<file path="config.mk">
export PLATFORM = sky130hd
export DESIGN_NAME = cfg_access_seq
export DESIGN_NICKNAME = d
export VERILOG_FILES = /design/src/rtl/cfg_access_pkg.sv /design/src/rtl/cfg_access_dp.sv /design/src/rtl/cfg_access_ctrl.sv /design/src/rtl/cfg_access_seq.sv
export SDC_FILE = /design/constraint.sdc
export NUM_CORES = 1
export LEC_CHECK = 0
export CORE_MARGIN = 2
export CORE_UTILIZATION = 30
export CTS_CLUSTER_SIZE = 8
export DETAILED_ROUTE_END_ITERATION = 8
export PLACE_DENSITY = 0.56
export SETUP_SLACK_MARGIN = 0.05
export SLEW_MARGIN = 20
export SYNTH_ARGS = -nofsm -noshare
export SYNTH_HDL_FRONTEND = slang
export SYNTH_SLANG_ARGS = --single-unit
export TNS_END_PERCENT = 30
</file>
<file path="constraint.sdc">
create_clock -name clk -period 2.65 [get_ports clk]
set_clock_uncertainty 0.05 [all_clocks]
set_input_delay 0.265 -clock clk [delete_from_list [all_inputs] [get_ports clk]]
set_output_delay 0.265 -clock clk [all_outputs]
set_load 0.02 [all_outputs]
</file>
<file path="src/rtl/cfg_access_pkg.sv">
package cfg_access_pkg;

  localparam int WORD_W = 32;

  localparam logic [1:0] STAT_OK        = 2'b00;
  localparam logic [1:0] STAT_NOT_FOUND = 2'b01;

  // strobes from control to datapath
  typedef struct packed {
    logic loadReq;    // capture a host request
    logic addrPhase;  // drive the configuration address downstream
    logic loadRd;     // capture acknowledged read data
    logic loadOnes;   // read phase ran out of time
  } dpCtl_t;

  typedef enum logic [2:0] {
    S_IDLE,
    S_ADDR,
    S_RD,
    S_WR,
    S_DONE
  } seqState_t;

endpackage

</file>
<file path="src/rtl/cfg_access_dp.sv">
module cfg_access_dp
  import cfg_access_pkg::*;
#(
  parameter int BUS_MAX   = 7,
  parameter int DEVFN_MAX = 127
) (
  input  logic                clk,
  input  logic                rstN,
  input  dpCtl_t              ctl,
  input  logic                reqWrite,
  input  logic [7:0]          reqBus,
  input  logic [7:0]          reqDevFn,
  input  logic [7:0]          reqOffset,
  input  logic [1:0]          reqSize,
  input  logic [WORD_W-1:0]   reqWdata,
  input  logic [WORD_W-1:0]   dsRdata,
  input  logic                doneValid,
  output logic                reqBad,
  output logic                isWrite,
  output logic                isSubWrite,
  output logic [WORD_W-1:0]   dsWdata,
  output logic [WORD_W-1:0]   doneData,
  output logic [1:0]          doneStatus
);

  logic              wrR, badR;
  logic [7:0]        busR, devFnR, offR;
  logic [1:0]        sizeR;
  logic [WORD_W-1:0] wdataR, wordBuf;

  logic [WORD_W-1:0] cfgAddr, fetched, laneMask, laneIns, merged, extracted, onesAtWidth;
  logic [1:0]        byteIdxBe, byteDiff;
  logic              halfIdxBe, halfDiff;
  logic [4:0]        byteSh, halfSh;

  assign reqBad = (32'(reqBus) > BUS_MAX) || (32'(reqDevFn) > DEVFN_MAX);

  assign isWrite    = wrR;
  assign isSubWrite = wrR && !sizeR[1];

  // configuration address: dword aligned, bit 0 marks a forwarded bus
  assign cfgAddr = {8'h00, busR, devFnR, offR[7:2], 1'b0, (busR != 8'h00)};

  // big-endian lane index, turned into a bit shift within the word
  assign byteIdxBe = offR[1:0] ^ 2'b11;
  assign byteDiff  = 2'd3 - byteIdxBe;
  assign byteSh    = {byteDiff, 3'b000};
  assign halfIdxBe = offR[1] ^ 1'b1;
  assign halfDiff  = 1'b1 - halfIdxBe;
  assign halfSh    = {halfDiff, 4'b0000};

  assign fetched = ctl.loadOnes ? {WORD_W{1'b1}} : dsRdata;

  always_comb begin
    if (sizeR[0]) begin
      laneMask = 32'h0000_FFFF << halfSh;
      laneIns  = {16'h0000, wdataR[15:0]} << halfSh;
    end else begin
      laneMask = 32'h0000_00FF << byteSh;
      laneIns  = {24'h000000, wdataR[7:0]} << byteSh;
    end
    merged = (fetched & ~laneMask) | laneIns;
  end

  always_ff @(posedge clk) begin
    if (!rstN) begin
      wrR     <= 1'b0;
      badR    <= 1'b0;
      busR    <= '0;
      devFnR  <= '0;
      offR    <= '0;
      sizeR   <= '0;
      wdataR  <= '0;
      wordBuf <= '0;
    end else if (ctl.loadReq) begin
      wrR     <= reqWrite;
      badR    <= reqBad;
      busR    <= reqBus;
      devFnR  <= reqDevFn;
      offR    <= reqOffset;
      sizeR   <= reqSize;
      wdataR  <= reqWdata;
      wordBuf <= reqBad ? {WORD_W{1'b1}} : reqWdata;
    end else if (ctl.loadRd || ctl.loadOnes) begin
      wordBuf <= isSubWrite ? merged : fetched;
    end
  end

  always_comb begin
    unique casez (sizeR)
      2'b00:   begin
                 extracted   = {24'h000000, 8'(wordBuf >> byteSh)};
                 onesAtWidth = 32'h0000_00FF;
               end
      2'b01:   begin
                 extracted   = {16'h0000, 16'(wordBuf >> halfSh)};
                 onesAtWidth = 32'h0000_FFFF;
               end
      default: begin
                 extracted   = wordBuf;
                 onesAtWidth = 32'hFFFF_FFFF;
               end
    endcase
  end

  assign doneData   = wrR ? '0 : extracted;
  assign doneStatus = badR ? STAT_NOT_FOUND : STAT_OK;
  assign dsWdata    = ctl.addrPhase ? cfgAddr : wordBuf;

  // a rejected read hands back ones at the requested width
  a_r5_reject_ones: assert property (@(posedge clk) disable iff (!rstN)
    (doneValid && badR && !wrR) |-> (doneData == onesAtWidth));

  // the address sent downstream is dword aligned
  a_r3_addr_aligned: assert property (@(posedge clk) disable iff (!rstN)
    ctl.addrPhase |-> (dsWdata[1] == 1'b0));

endmodule

</file>
<file path="src/rtl/cfg_access_ctrl.sv">
module cfg_access_ctrl
  import cfg_access_pkg::*;
#(
  parameter int              TMO_W        = 16,
  parameter int              REG_AW       = 12,
  parameter logic [REG_AW-1:0] ADDR_REG_OFF = 12'h500,
  parameter logic [REG_AW-1:0] DATA_REG_OFF = 12'h504
) (
  input  logic              clk,
  input  logic              rstN,
  input  logic [TMO_W-1:0]  timeoutLimit,
  input  logic              reqValid,
  input  logic              reqBad,
  input  logic              isWrite,
  input  logic              isSubWrite,
  input  logic              dsAck,
  output logic              reqReady,
  output logic              dsReq,
  output logic              dsWrite,
  output logic [REG_AW-1:0] dsAddr,
  output logic              boardSel,
  output logic              doneValid,
  output dpCtl_t            ctl
);

  seqState_t        state, stateNext;
  logic             mergePass;
  logic [TMO_W-1:0] waitCnt;
  logic             expired, phaseEnd;

  assign dsReq     = (state == S_ADDR) || (state == S_RD) || (state == S_WR);
  assign dsWrite   = (state != S_RD);
  assign dsAddr    = (state == S_ADDR) ? ADDR_REG_OFF : DATA_REG_OFF;
  assign reqReady  = (state == S_IDLE);
  assign doneValid = (state == S_DONE);

  // acknowledge wins over an expiry on the same edge
  assign expired  = dsReq && !dsAck && (waitCnt >= timeoutLimit);
  assign phaseEnd = dsReq && (dsAck || expired);

  assign ctl.loadReq   = (state == S_IDLE) && reqValid;
  assign ctl.addrPhase = (state == S_ADDR);
  assign ctl.loadRd    = (state == S_RD) && dsAck;
  assign ctl.loadOnes  = (state == S_RD) && expired;

  always_comb begin
    stateNext = state;
    unique case (state)
      S_IDLE: if (reqValid) stateNext = reqBad ? S_DONE : S_ADDR;
      S_ADDR: if (phaseEnd)
                stateNext = (isWrite && (!isSubWrite || mergePass)) ? S_WR : S_RD;
      S_RD:   if (phaseEnd) stateNext = isSubWrite ? S_ADDR : S_DONE;
      S_WR:   if (phaseEnd) stateNext = S_DONE;
      S_DONE: stateNext = S_IDLE;
      default: stateNext = S_IDLE;
    endcase
  end

  always_ff @(posedge clk) begin
    if (!rstN) begin
      state     <= S_IDLE;
      mergePass <= 1'b0;
      waitCnt   <= '0;
      boardSel  <= 1'b1;
    end else begin
      state <= stateNext;

      if (state == S_IDLE)
        mergePass <= 1'b0;
      else if (state == S_RD && phaseEnd && isSubWrite)
        mergePass <= 1'b1;

      if (!dsReq || phaseEnd)
        waitCnt <= '0;
      else if (waitCnt != {TMO_W{1'b1}})
        waitCnt <= waitCnt + 1'b1;

      if (state == S_IDLE && reqValid && !reqBad)
        boardSel <= 1'b0;
      else if (phaseEnd && stateNext == S_DONE)
        boardSel <= 1'b1;
    end
  end

  // a run of downstream phases always opens with the address write
  a_r2_addr_first: assert property (@(posedge clk) disable iff (!rstN)
    $rose(dsReq) |-> (dsWrite && dsAddr == ADDR_REG_OFF));

  // the bridge registers are selected whenever the port is busy
  a_r11_sel_low: assert property (@(posedge clk) disable iff (!rstN)
    dsReq |-> !boardSel);

  // completion is a single cycle and never overlaps acceptance
  a_r1_done_pulse: assert property (@(posedge clk) disable iff (!rstN)
    doneValid |=> !doneValid);

  a_r1_done_not_ready: assert property (@(posedge clk) disable iff (!rstN)
    doneValid |-> !reqReady);

endmodule

</file>
<file path="src/rtl/cfg_access_seq.sv">
module cfg_access_seq
  import cfg_access_pkg::*;
#(
  parameter int BUS_MAX   = 7,
  parameter int DEVFN_MAX = 127,
  parameter int TMO_W     = 16,
  parameter int REG_AW    = 12
) (
  input  logic              clk,
  input  logic              rstN,
  input  logic [TMO_W-1:0]  timeoutLimit,
  input  logic              reqValid,
  output logic              reqReady,
  input  logic              reqWrite,
  input  logic [7:0]        reqBus,
  input  logic [7:0]        reqDevFn,
  input  logic [7:0]        reqOffset,
  input  logic [1:0]        reqSize,
  input  logic [31:0]       reqWdata,
  output logic              doneValid,
  output logic [31:0]       doneData,
  output logic [1:0]        doneStatus,
  output logic              dsReq,
  output logic              dsWrite,
  output logic [REG_AW-1:0] dsAddr,
  output logic [31:0]       dsWdata,
  input  logic              dsAck,
  input  logic [31:0]       dsRdata,
  output logic              boardSel
);

  localparam logic [REG_AW-1:0] ADDR_OFF = REG_AW'(12'h500);
  localparam logic [REG_AW-1:0] DATA_OFF = ADDR_OFF + REG_AW'(4);

  dpCtl_t ctl;
  logic   reqBad, isWrite, isSubWrite;

  cfg_access_ctrl #(
    .TMO_W(TMO_W), .REG_AW(REG_AW),
    .ADDR_REG_OFF(ADDR_OFF), .DATA_REG_OFF(DATA_OFF)
  ) u_ctrl (
    .clk(clk), .rstN(rstN), .timeoutLimit(timeoutLimit),
    .reqValid(reqValid), .reqBad(reqBad), .isWrite(isWrite),
    .isSubWrite(isSubWrite), .dsAck(dsAck), .reqReady(reqReady),
    .dsReq(dsReq), .dsWrite(dsWrite), .dsAddr(dsAddr),
    .boardSel(boardSel), .doneValid(doneValid), .ctl(ctl)
  );

  cfg_access_dp #(
    .BUS_MAX(BUS_MAX), .DEVFN_MAX(DEVFN_MAX)
  ) u_dp (
    .clk(clk), .rstN(rstN), .ctl(ctl), .reqWrite(reqWrite),
    .reqBus(reqBus), .reqDevFn(reqDevFn), .reqOffset(reqOffset),
    .reqSize(reqSize), .reqWdata(reqWdata), .dsRdata(dsRdata),
    .doneValid(doneValid), .reqBad(reqBad), .isWrite(isWrite),
    .isSubWrite(isSubWrite), .dsWdata(dsWdata), .doneData(doneData),
    .doneStatus(doneStatus)
  );

endmodule

</file>
## Yosys cells after proc, flatten, opt, wreduce, memory -nomap -nowiden

Cells that the tools add are included.

- Input port bits: 111
- Bits in writable memories: 0
- Register bits after elaboration: 97
- Output and inout port bits: 83
- Bits in latches: 0
- Memories kept: 0
- ROM bits: 0

- Multiply operators: 0
- Multiplexer cells: 22
- Equality and inequality tests: 8
- Div/mod/pow operators: 0
- $add $sub $neg: 3
- Shifts and indexed selects: 6
- Reductions and logical operators: 31
- Magnitude comparators: 3
- Bitwise operators: 6

Operators by type and width:

| cell | count |
|---|---|
| 32-bit 2-to-1 mux | 9 |
| 32-bit one-hot mux with 2 select lines | 1 |
| 32-bit AND | 1 |
| 32-bit inverter | 1 |
| 32-bit bitwise OR | 1 |
| 16-bit by 5-bit << shifter with 32-bit output | 1 |
| 16-bit by 5-bit << shifter with 32-bit output (first input constant) | 1 |
| 8-bit by 5-bit << shifter with 32-bit output | 1 |
| 8-bit by 5-bit << shifter with 32-bit output (first input constant) | 1 |
| 32-bit by 5-bit right shift with 16-bit output | 1 |
| 32-bit by 5-bit right shift with 8-bit output | 1 |
| 3-bit 2-to-1 mux | 7 |
| 16-bit by 1-bit adder with 16-bit output (second input constant) | 1 |
| 16-bit >= comparator | 1 |
| 16-bit != test (second input constant) | 1 |
| 1-bit logical AND | 12 |
| 3-bit one-hot mux with 4 select lines | 1 |
| 8-bit by 3-bit greater-than comparator with 1-bit output (second input constant) | 1 |
| 8-bit by 7-bit greater-than comparator with 1-bit output (second input constant) | 1 |
| 8-bit nonzero test | 1 |
| 1-bit logical OR | 7 |
| 3-bit by 2-bit equality test with 1-bit output (second input constant) | 2 |
| 3-bit equality test (second input constant) | 2 |
| 1-bit zero test | 5 |
| 12 further kinds | 18 |

## Longest topological paths before layout

Gate-level depths: netlist (run 1).

- Depth after elaboration: 13
- Mapped depth: 11

## Cells and area by module

From an unflattened synthesis (run 1), not the netlist that was laid out.

- Cells, all modules: 761
- Area total of the unflattened synthesis: 6212.2 µm²

By module, submodules not included:

| module | cells an instance | times used | area an instance (µm²) | seq. area each (µm²) |
|---|---|---|---|---|
| cfg_access_dp | 567 | 1 | 4618.2 | 1521.5 |
| cfg_access_ctrl | 194 | 1 | 1594.0 | 420.4 |

## Worst setup path after synthesis (run 1)

No wires, ideal clock.

- Path kind: reg2reg
- Start: register u_ctrl.waitCnt[2]
- End: register u_dp.wordBuf[31]
- Data arrival time: 2408 ps
- Path buffers: 2
- Slack: 75 ps
- Required time: 2483 ps
- Stages on the path, launching flop included: 11
- Clock period less this slack: 2575 ps
- Cells stage by stage: dfxtp_1 ha_1 a211o_1 a31oi_1 o221ai_2 a211o_1 o311a_1 buf_2 buf_2 o21a_1 a22o_1

- Cells in the longest elaborated chain, start to end: 9

RTL lines:

| item | line | text |
|---|---|---|
| from (decl) | cfg_access_ctrl.sv:28 | `logic [TMO_W-1:0] waitCnt;` |
| from (signal assigned) | cfg_access_ctrl.sv:76 | `waitCnt <= waitCnt + 1'b1;` |
| 16-bit >= comparator * | cfg_access_ctrl.sv:38 | `assign expired = dsReq && !dsAck && (waitCnt >= timeoutLimit);` |
| 1-bit logical AND * | cfg_access_ctrl.sv:38 |  |
| 1-bit logical AND * | cfg_access_ctrl.sv:44 | `assign ctl.loadOnes = (state == S_RD) && expired;` |
| 32-bit 2-to-1 mux | cfg_access_dp.sv:52 | `assign fetched = ctl.loadOnes ? {WORD_W{1'b1}} : dsRdata;` |
| 32-bit AND | cfg_access_dp.sv:62 | `merged = (fetched & ~laneMask) \| laneIns;` |
| 32-bit bitwise OR | cfg_access_dp.sv:62 |  |
| 32-bit 2-to-1 mux | cfg_access_dp.sv:85 | `wordBuf <= isSubWrite ? merged : fetched;` |
| 32-bit 2-to-1 mux | cfg_access_dp.sv:84 | `end else if (ctl.loadRd \|\| ctl.loadOnes) begin` |
| 32-bit 2-to-1 mux | cfg_access_dp.sv:75 | `end else if (ctl.loadReq) begin` |
| to (signal assigned) | cfg_access_dp.sv:83 | `wordBuf <= reqBad ? {WORD_W{1'b1}} : reqWdata;` |
| to (signal assigned) | cfg_access_dp.sv:85 |  |
| to (decl) | cfg_access_dp.sv:29 | `logic [WORD_W-1:0] wdataR, wordBuf;` |

Mark *: on every way between the ends. The rest lies on a longest branch, timed or not. The select of a mux whose other input is x is not followed.
A chain may end at the register's enable or synchronous reset.

## Worst setup path in the final report (run 1)

- Start: input port timeoutLimit[5]
- End: register u_dp.wordBuf[12]

- Cells in the longest elaborated chain, start to end: 9

RTL lines:

| item | line | text |
|---|---|---|
| from (decl) | cfg_access_seq.sv:11 | `input logic [TMO_W-1:0] timeoutLimit,` |
| 16-bit >= comparator * | cfg_access_ctrl.sv:38 |  |
| 1-bit logical AND * | cfg_access_ctrl.sv:38 |  |
| 1-bit logical AND * | cfg_access_ctrl.sv:44 |  |
| 32-bit 2-to-1 mux | cfg_access_dp.sv:52 |  |
| 32-bit AND | cfg_access_dp.sv:62 |  |
| 32-bit bitwise OR | cfg_access_dp.sv:62 |  |
| 32-bit 2-to-1 mux | cfg_access_dp.sv:85 |  |
| 32-bit 2-to-1 mux | cfg_access_dp.sv:84 |  |
| 32-bit 2-to-1 mux | cfg_access_dp.sv:75 |  |

Marked as above.

==> results.json, run 1 <==
{
  "seq_area_um2": 1940,
  "drc": 0,
  "period_share_pct": 98.4,
  "yosysWarnings": 0,
  "grt_max_degree": 56,
  "cts_tree": "built",
  "dp_slack_ns": -0.483,
  "yosys-top-cells-count": "131 x nand2_1, 103 x a21oi_1, 97 x dfxtp_1",
  "htreeDepth": 3,
  "rsz0062_at_grt": "yes",
  "cts.sinks": 97,
  "rows": 51,
  "hold_viol": 0,
  "worst-setup-path-type": "in2reg",
  "synthArstFlopShare_pct": 0,
  "antenna_cells": 0,
  "peakVddDrop_uv": 297,
  "wl_per_cell_um": 18.8,
  "synth-seq-cells": 97,
  "slew_headroom_pct": 55.3,
  "layout_setup_ws_ns": 0.0421,
  "ff2ff_path_depth": 10,
  "synth_top_area_cell": "dfxtp_1",
  "drt_iter0_drc": 500,
  "utilization_pct": 45.3,
  "grt-ovfl-total": 0,
  "synth_area_um2": 5860,
  "fp.dieArea_um2": 20700,
  "reg2reg_from": "u_ctrl.waitCnt[7]$_SDFFE_PP0P_",
  "fp.dieH_um": 144,
  "vias": 6514,
  "vias_per_cell": 5.16,
  "coreArea_um2": 19300,
  "yosysMostFrequentCell": "nand2_1",
  "netlist_instances": 783,
  "p_leak_nw": 4.00,
  "grt_util_met1_pct": 31.1,
  "antenna_left": 0,
  "ys_seq_area_share_pct": 33.1,
  "cp.arrival_ns": 2.82,
  "multiInputGateArea_um2": 3630,
  "ys.flop_type": "dfxtp_1",
  "r2r-end": "u_dp.wordBuf[12]$_SDFFE_PN0P_",
  "pin_count": 194,
  "initial_core_util_pct": 30.3,
  "syn_avg_cell_area_um2": 7.49,
  "fillers": 1974,
  "status": "complete, no violations",
  "use_met3_pct": 4.70,
  "fin_hold_ws_ns": 0.400,
  "finalMaxSlewViolations": 0,
  "synth_cell_types": 54,
  "cts_buffer_depth": 2,
  "max_freq_ghz": 0.383,
  "grt_usage_pct": 22.6,
  "netlist.area_leader.share_pct": 33.1,
  "drt_pre_antenna_iters": 8,
  "grt_pass1_wl_mm": 34.9,
  "worst-r2r-setup-slack_ns": 0.06,
  "chipWidth_um": 144,
  "drive_above_1_share_pct": 14.9,
  "end_kind": "register",
  "power_density_nw_per_um2": 452,
  "ctsHoldBuffers": 0,
  "finalSetupViolCount": 0,
  "startpoint_type": "primary input",
  "synth_area_leaders": "dfxtp_1 33%, a21oi_1 8.8%, nand2_1 8.4%",
  "clk_pin_slew_worst_paths_ns": 0.07,
  "clockRootBuffer": "clkbuf_16",
  "hold_depth": 3,
  "port_buffers": 181,
  "area_delta_synth_final_pct": 49.4,
  "dp_hpwl_mm": 18.2,
  "worst_pin_slew_ns": 0.670,
  "cts_buffers": 9,
  "grtUsageMet2_pct": 35.6,
  "period_minus_slack_ns": 2.61,
  "clock_latency_ns": 0.36,
  "crit_fanout": 8,
  "routed_wl_mm": 23.8,
  "hp-class": "in2reg",
  "grt_antenna_before_repair": 0,
  "max_cap_violations": 0,
  "busiest_layer": "met2",
  "final_nets": 1121,
  "grt_pass1_vias": 6020,
  "min_to": "u_dp.offR[3]$_SDFFE_PN0P_",
  "gp_congestion": 0.886,
  "synth-edff-count": 0,
  "crit_required_ns": 2.86,
  "min-delay-start": "reqOffset[3]"
}
[stage by stage]
stage	instances	total power [mW]	instance area [um^2]	setup TNS, ns
2_1_floorplan	793	2.16	5900	0
3_3_place_gp	1242	2.71	8270	-19.61
3_5_place_dp	1242	2.71	8270	-20.11
4_1_cts	1260	3.98	8650	-0.418
5_1_grt	1263	4.13	8760	-0.112
6_report	1263	3.96	8760	0
[report_power, final]
group,total (mW),switching (mW),internal [mW]
logic,1.02,0.535,0.485
registers,1.65,0.103,1.55
clock network,1.29,0.632,0.656
[worst max-delay path by stage]
stage	startpoint	to
after floorplan	u_ctrl.waitCnt[2]$_SDFFE_PP0P_	u_dp.wordBuf[31]$_SDFFE_PN0P_
after global placement	timeoutLimit[2]	u_ctrl.waitCnt[13]$_SDFFE_PP0P_
after detailed placement	timeoutLimit[2]	u_ctrl.waitCnt[15]$_SDFFE_PP0P_
after CTS	u_dp.offR[1]$_SDFFE_PN0P_	doneData[8]
after global routing	timeoutLimit[7]	u_dp.wordBuf[13]$_SDFFE_PN0P_
final	timeoutLimit[5]	u_dp.wordBuf[12]$_SDFFE_PN0P_
[area by class of cell]
type                       count  share of cell area (%)
timing repair buffer         247                    27.9
tap                          265                    3.78
inverter                      29                    1.33
timing repair inverter         1                  0.0857
clock inverter                 7                   0.757
multi-input combinational    608                    41.4
sequential                    97                    22.2
clock buffer                   9                    2.57
[placed cells by master (no fill, tap or decap), types with 4 or more instances in the layout]
master and instances:
conb_1 12, nor2_4 10, mux2_2 23, clkbuf_2 6
clkdlybuf4s50_1 136, o22a_1 8, a22oi_1 13, buf_12 4
xor2_1 10, nor2_1 79, a21o_1 4, o21a_1 9
nor2b_1 4, a21oi_2 7, and2_1 25, ha_1 16
nand3_1 12, inv_1 26, buf_4 59, clkinvlp_4 4
dfxtp_1 96, nand2_1 129, a31oi_1 9, o2bb2ai_1 9
o21ai_0 23, o22ai_1 26, nand2b_1 4, clkbuf_16 9
a21oi_1 96, a21boi_0 4, and3_1 5, dlymetal6s2s_1 36
o21ai_1 4, a22o_1 17, nor3_1 7
[sequential cells by signal (all words and copies together) (netlist names)]
name	flops
u_dp.wordBuf	32
u_ctrl.waitCnt	16
u_dp.wdataR	16
u_dp.busR	8
u_dp.devFnR	8
u_dp.offR	8
u_ctrl.state	3
u_dp.sizeR	2
u_ctrl.boardSel	1
u_ctrl.mergePass	1
u_dp.badR	1
u_dp.isWrite	1
[cells by family after synthesis]
kind of cell / Yosys count / share of synthesized area, %
and+or+nand+nor: 296 / 23.1
xor gates and xnor gates: 12 / 1.79
DFF: 97 / 33.1
AOI/OAI and AO/OA: 246 / 26.5
adders and majority gates: 17 / 3.63
muxes: 25 / 4.76
other: 2 / 0.128
buffers and inverters: 88 / 7.00
[worst max-delay path, cell delays in order]
cell and delay (ns):
clkdlybuf4s50_1 0.45, inv_1 0.04, ha_1 0.28, nand2_1 0.06, or3_1 0.36, o221ai_2 0.31
a2111o_1 0.22, buf_4 0.13, a21o_1 0.16, buf_4 0.17, o211ai_1 0.11, o221a_2 0.24
[routing by layer]
layer / vias to the layer above / part of all wire [%]
li1: 3147 / -
met3: 32 / 8.3
met4: 0 / 1.9
met2: 290 / 45
met1: 3045 / 44
met5: - / 0
[timing repair]
| action | 4_1_cts | 5_1_grt |
|---|---|---|
| gates resized for setup | 27 | 61 |
| setup endpoints to repair | 64 | 90 |
| cloned | 1 | 1 |
| buffers inserted | 1 | 2 |
| endpoints found under the hold margin | 0 | 0 |
| pin swaps | 20 | 2 |
Note: power is estimated with default switching activity, not from simulation.
==> inputs of run 2 (changes only) <==
==> constraint.sdc (replaced) <==
create_clock -name clk -period 2.2 [get_ports clk]
set_clock_uncertainty 0.05 [all_clocks]
set_input_delay 0.22 -clock clk [delete_from_list [all_inputs] [get_ports clk]]
set_output_delay 0.22 -clock clk [all_outputs]
set_load 0.02 [all_outputs]
==> run 2 against run 1 <==
Effect of this change:
- the run now ends with setup timing left
- power up 25%
- routed wire length grew 1.1%
- via count is 0.68% higher
- final cell count up 2.2%
- count of clock-buffer cells in the layout grew 2
- non-clock buffer count grew 30
- sequential cell count unchanged
- first-iteration DRC count shrank 2.8%
- global-route usage up 0.20 points
- highest routed layer unchanged
==> results.json, run 2 (synthesized netlist as in run 1, its figures left out) <==
{
  "critPathMaxStageDelay_ns": 0.45,
  "r2r-end": "u_dp.wordBuf[25]$_SDFFE_PN0P_",
  "worst-setup-path-type": "in2reg",
  "min_to": "u_dp.offR[6]$_SDFFE_PN0P_",
  "startpoint_type": "primary input",
  "pin_count": 194,
  "htreeDepth": 3,
  "peakVddDrop_uv": 401,
  "ctsHoldBuffers": 0,
  "clockRootBuffer": "clkbuf_16",
  "cts_tree": "built",
  "power_mw": 4.94,
  "finalSetupViolCount": 65,
  "wl_per_cell_um": 18.6,
  "period_share_pct": 115,
  "grt_pass1_wl_mm": 35.5,
  "fp.dieArea_um2": 20700,
  "regMostFlops": "u_dp.wordBuf",
  "antenna_left": 0,
  "finalMaxSlewViolations": 0,
  "worst-r2r-setup-slack_ns": -0.32,
  "min-delay-start": "reqOffset[6]",
  "layout_setup_ws_ns": -0.323,
  "tns_ns": -15.70,
  "final_common_cell": "nand2_1",
  "end_kind": "register",
  "crit_required_ns": 2.45,
  "drt_pre_antenna_iters": 5,
  "antenna_cells": 0,
  "grt_usage_pct": 22.8,
  "ff2ff_path_depth": 10,
  "drt_iter0_drc": 486,
  "crit_fanout": 16,
  "instances_no_fill": 1291,
  "clk_pin_slew_worst_paths_ns": 0.07,
  "dp_hpwl_mm": 18.7,
  "grt_antenna_before_repair": 0,
  "dp_slack_ns": -0.767,
  "chipWidth_um": 144,
  "routed_wl_mm": 24.0,
  "status": "finished, violations left",
  "max_freq_ghz": 0.396,
  "worst_pin_slew_ns": 0.537,
  "slew_headroom_pct": 64.1,
  "grt-ovfl-total": 0,
  "drive_above_1_share_pct": 22.9,
  "fp.dieH_um": 144,
  "critPathSlowestCell": "clkdlybuf4s50_1",
  "final_nets": 1150,
  "power_density_nw_per_um2": 549,
  "crit_path_cell_trace": "clkdlybuf4s50_1 -> inv_1 -> ha_2 -> a211o_1 -> a31oi_2 -> o221ai_4 -> a2111o_1 -> buf_6 -> a21o_4 -> nor2_4 -> buf_12 -> a22o_1",
  "largest_register_ffs": 32,
  "cts.sinks": 97,
  "vias": 6558,
  "grt_pass1_vias": 6200,
  "place_inst": 1274,
  "hp-class": "in2reg",
  "utilization_pct": 46.5,
  "cts_buffers": 9,
  "hold_viol": 0,
  "violations": "setup timing",
  "max_cap_violations": 0,
  "rows": 51,
  "fillers": 1953,
  "port_buffers": 181,
  "drc": 0,
  "cp.arrival_ns": 2.77,
  "clock_latency_ns": 0.36,
  "coreArea_um2": 19300,
  "hold_depth": 3,
  "vias_per_cell": 5.08,
  "period_minus_slack_ns": 2.52,
  "p_leak_nw": 3.79,
  "area_delta_synth_final_pct": 53.3,
  "grt_max_degree": 35,
  "rsz0062_at_grt": "yes",
  "mostFrequentLayoutCells": "127 x nand2_1, 123 x clkdlybuf4s50_1, 93 x dfxtp_1",
  "initial_core_util_pct": 30.3,
  "reg2reg_from": "u_ctrl.waitCnt[2]$_SDFFE_PP0P_",
  "gp_congestion": 0.946,
  "cts_buffer_depth": 2,
  "top_regs": "u_dp.wordBuf: 32 flops, u_ctrl.waitCnt: 16 flops, u_dp.wdataR: 16 flops"
}
[run 2: worst max-delay path by stage]
stage	from	to	depth (start not counted)
floorplan	u_ctrl.waitCnt[2]$_SDFFE_PP0P_	u_ctrl.waitCnt[0]$_SDFFE_PP0P_	9
CTS	timeoutLimit[5]	u_dp.wordBuf[15]$_SDFFE_PN0P_	12
global route	timeoutLimit[3]	u_dp.wordBuf[29]$_SDFFE_PN0P_	12
global placement	timeoutLimit[2]	u_ctrl.waitCnt[15]$_SDFFE_PP0P_	10
detailed placement	timeoutLimit[2]	u_dp.wordBuf[11]$_SDFFE_PN0P_	12
finish	timeoutLimit[1]	u_dp.wordBuf[25]$_SDFFE_PN0P_	12
[run 2: power breakdown]
group	switching [mW]	internal, mW	total, mW
registers	0.125	1.86	1.99
logic	0.683	0.614	1.30
clock network	0.712	0.940	1.65
[run 2: layout make-up]
type	instances	area (um^2)	area share, %
tap	265	332	3.69
multi-input combinational	608	3780	42.1
inverter	29	109	1.21
timing repair buffer	277	2510	27.9
clock inverter	4	52.6	0.584
clock buffer	11	253	2.81
sequential	97	1950	21.7
[run 2: worst max-delay path: cells and delay by family]
family                   cells  cell delay [ns]
adder cells (fa/ha/maj)      1             0.17
AND/OR/NAND/NOR              1             0.13
buffers and inverters        4             0.80
AO/OA/AOI/OAI                6             1.45
[run 2: timing repair]
item                       4_1_cts  5_1_grt
setup buffers                    0        1
setup endpoints to repair      119      103
pin swaps                       12       27
gates cloned                     0        1
gates resized for setup        138       72
[run 2: stage by stage]
| step | hold WS [ns] | area, um^2 |
|---|---|---|
| finish | 0.354 | 8990 |
| global route | 0.371 | 8990 |
| CTS | 0.351 | 8940 |
| detailed placement | 0.396 | 8590 |
| global placement | 0.391 | 8590 |
| floorplan | 0.306 | 5950 |
[run 2: layer usage]
layer  part of all wire (%)  up-vias  GRT usage [%]
met4                    2.4        0           7.89
met2                     44      287           35.3
met3                    7.5       38           3.57
met1                     46     3028           32.0
met5                      0        -              0
li1                       -     3205              -
==> inputs of run 3 (changes only) <==
--- a/config.mk
+++ b/config.mk
@@ -9,7 +9,7 @@
 export CORE_UTILIZATION = 30
 export CTS_CLUSTER_SIZE = 8
 export DETAILED_ROUTE_END_ITERATION = 8
-export PLACE_DENSITY = 0.56
+export PLACE_DENSITY = 0.54
 export SETUP_SLACK_MARGIN = 0.05
 export SLEW_MARGIN = 20
 export SYNTH_ARGS = -nofsm -noshare
==> constraint.sdc (replaced) <==
create_clock -name clk -period 2.51 [get_ports clk]
set_clock_uncertainty 0.05 [all_clocks]
set_input_delay 0.3765 -clock clk [delete_from_list [all_inputs] [get_ports clk]]
set_output_delay 0.3765 -clock clk [all_outputs]
set_load 0.02 [all_outputs]
==> run 3 against run 2 <==
Effect of this change:
- the flow still finishes with violations (setup timing)
- routed wire length rose by 3.3%
- count of clock-buffer cells in the layout fell by 2
- setup slack improved by 0.21 ns
- sequential share of layout area fell by 0.60 points
- final cell count fell by 0.54%
- highest routed layer unchanged
==> results.json, run 3 (synthesized netlist as in run 1, its figures left out) <==
{
  "finalMaxSlewViolations": 0,
  "area_delta_synth_final_pct": 57.6,
  "htreeDepth": 3,
  "vias": 6613,
  "crit_family": "compound AO/OA/AOI/OAI gates",
  "initial_core_util_pct": 30.3,
  "grt_pass1_wl_mm": 35.1,
  "cpMostUsedCell": "buf_6",
  "grt-ovfl-total": 0,
  "mostFrequentLayoutCells": "127 x nand2_1, 121 x clkdlybuf4s50_1, 92 x dfxtp_1",
  "end_kind": "register",
  "drc": 0,
  "p_leak_nw": 3.88,
  "top_regs": "u_dp.wordBuf: 32 flops, u_ctrl.waitCnt: 16 flops, u_dp.wdataR: 16 flops",
  "final_common_cell": "nand2_1",
  "pin_count": 194,
  "fin_hold_ws_ns": 0.402,
  "largest_register_ffs": 32,
  "period_share_pct": 104,
  "instances_no_fill": 1284,
  "grt_antenna_before_repair": 1,
  "place_inst": 1259,
  "grt_pass1_vias": 6006,
  "cts_buffer_depth": 2,
  "period_minus_slack_ns": 2.62,
  "cts.sinks": 97,
  "drt_pre_antenna_iters": 5,
  "layout_setup_ws_ns": -0.111,
  "gp_congestion": 0.946,
  "antenna_cells": 0,
  "hold_viol": 0,
  "crit_required_ns": 2.70,
  "critPathBufInv": 2,
  "cts_buffers": 9,
  "violations": "setup timing",
  "clock_latency_ns": 0.35,
  "fin_area_um2": 9240,
  "fp.dieArea_um2": 20700,
  "final_nets": 1142,
  "max_cap_violations": 0,
  "critPathSlowestCell": "o311a_4",
  "fp.dieH_um": 144,
  "power_density_nw_per_um2": 458,
  "vias_per_cell": 5.15,
  "drive_above_1_share_pct": 22.5,
  "port_buffers": 181,
  "utilization_pct": 47.8,
  "worst_pin_slew_ns": 0.519,
  "hp-class": "reg2reg",
  "cp.arrival_ns": 2.82,
  "wl_per_cell_um": 19.3,
  "drt_iter0_drc": 472,
  "startpoint_type": "register",
  "dp_hpwl_mm": 18.4,
  "crit_path_cell_trace": "ha_4 -> a211o_1 -> a31oi_4 -> o221ai_4 -> buf_6 -> a211o_4 -> o311a_4 -> buf_6 -> a22o_1",
  "antenna_left": 0,
  "rows": 51,
  "routed_wl_mm": 24.8,
  "max_freq_ghz": 0.382,
  "worst-setup-path-type": "reg2reg",
  "grt_usage_pct": 22.8,
  "clk_pin_slew_worst_paths_ns": 0.07,
  "cts_tree": "built",
  "coreArea_um2": 19300,
  "peakVddDrop_uv": 387,
  "status": "finished, violations left",
  "place_area_um2": 8410,
  "grt_max_degree": 65,
  "rsz0062_at_grt": "yes",
  "regMostFlops": "u_dp.wordBuf",
  "slew_headroom_pct": 65.3,
  "finalSetupViolCount": 32,
  "critPathMaxStageDelay_ns": 0.42,
  "tns_ns": -2.07,
  "chipWidth_um": 144,
  "clockRootBuffer": "clkbuf_16",
  "crit_fanout": 6
}
==> run 3: path summary, 6_finish.rpt <==
path                             startpoint                             to  slack, ns  depth (start not counted)
min reg2reg     u_dp.devFnR[3]$_SDFFE_PN0P_    u_dp.devFnR[3]$_SDFFE_PN0P_       0.40                          2
max reg2reg  u_ctrl.waitCnt[2]$_SDFFE_PP0P_  u_dp.wordBuf[19]$_SDFFE_PN0P_      -0.11                          9
min             u_dp.devFnR[3]$_SDFFE_PN0P_    u_dp.devFnR[3]$_SDFFE_PN0P_       0.40                          2
max          u_ctrl.waitCnt[2]$_SDFFE_PP0P_  u_dp.wordBuf[19]$_SDFFE_PN0P_      -0.11                          9
==> run 3: metrics by stage <==
stage / total power [mW] / setup WS (ns)
finish: 4.23 / -0.111
detailed placement: 2.88 / -0.805
CTS: 4.20 / -0.135
floorplan: 2.28 / 0.00438
global route: 4.41 / -0.156
global placement: 2.88 / -0.780
==> run 3: per-layer routing <==
layer | vias up | track usage [%] | share of wire, %
li1 | 3191 | - | -
met1 | 3059 | 32.7 | 45
met2 | 316 | 35.6 | 45
met3 | 47 | 3.17 | 7.8
met4 | 0 | 6.66 | 2.2
met5 | - | 0 | 0
==> run 3: worst reg2reg max path: stages (launching register included) <==
cell and delay [ns]:
dfxtp_2 0.34, ha_4 0.23, a211o_1 0.28, a31oi_4 0.18, o221ai_4 0.16, buf_6 0.15
a211o_4 0.36, o311a_4 0.42, buf_6 0.15, a22o_1 0.19
==> run 3: what timing repair did <==
action	in CTS	in global routing
pin swaps	31	40
cloned	3	2
endpoints found under the setup margin	108	97
buffers inserted	4	1
resized for setup	132	76
hold buffers	0	0
==> run 3: where the power goes <==
group	switching, mW	internal, mW	total [mW]
sequential	0.120	1.63	1.75
combinational	0.602	0.533	1.13
clock	0.662	0.682	1.34
total	1.38	2.85	4.23
==> run 3: layout make-up <==
| class | instances | area, um^2 |
|---|---|---|
| repair buffers | 267 | 2550 |
| flip-flops and latches | 97 | 1950 |
| clock inverters | 7 | 55.1 |
| well taps | 265 | 332 |
| fillers | 1966 | 10100 |
| repair inverters | 1 | 7.51 |
| multi-input cells | 609 | 4000 |
| inverters | 29 | 125 |
| clock buffers | 9 | 225 |
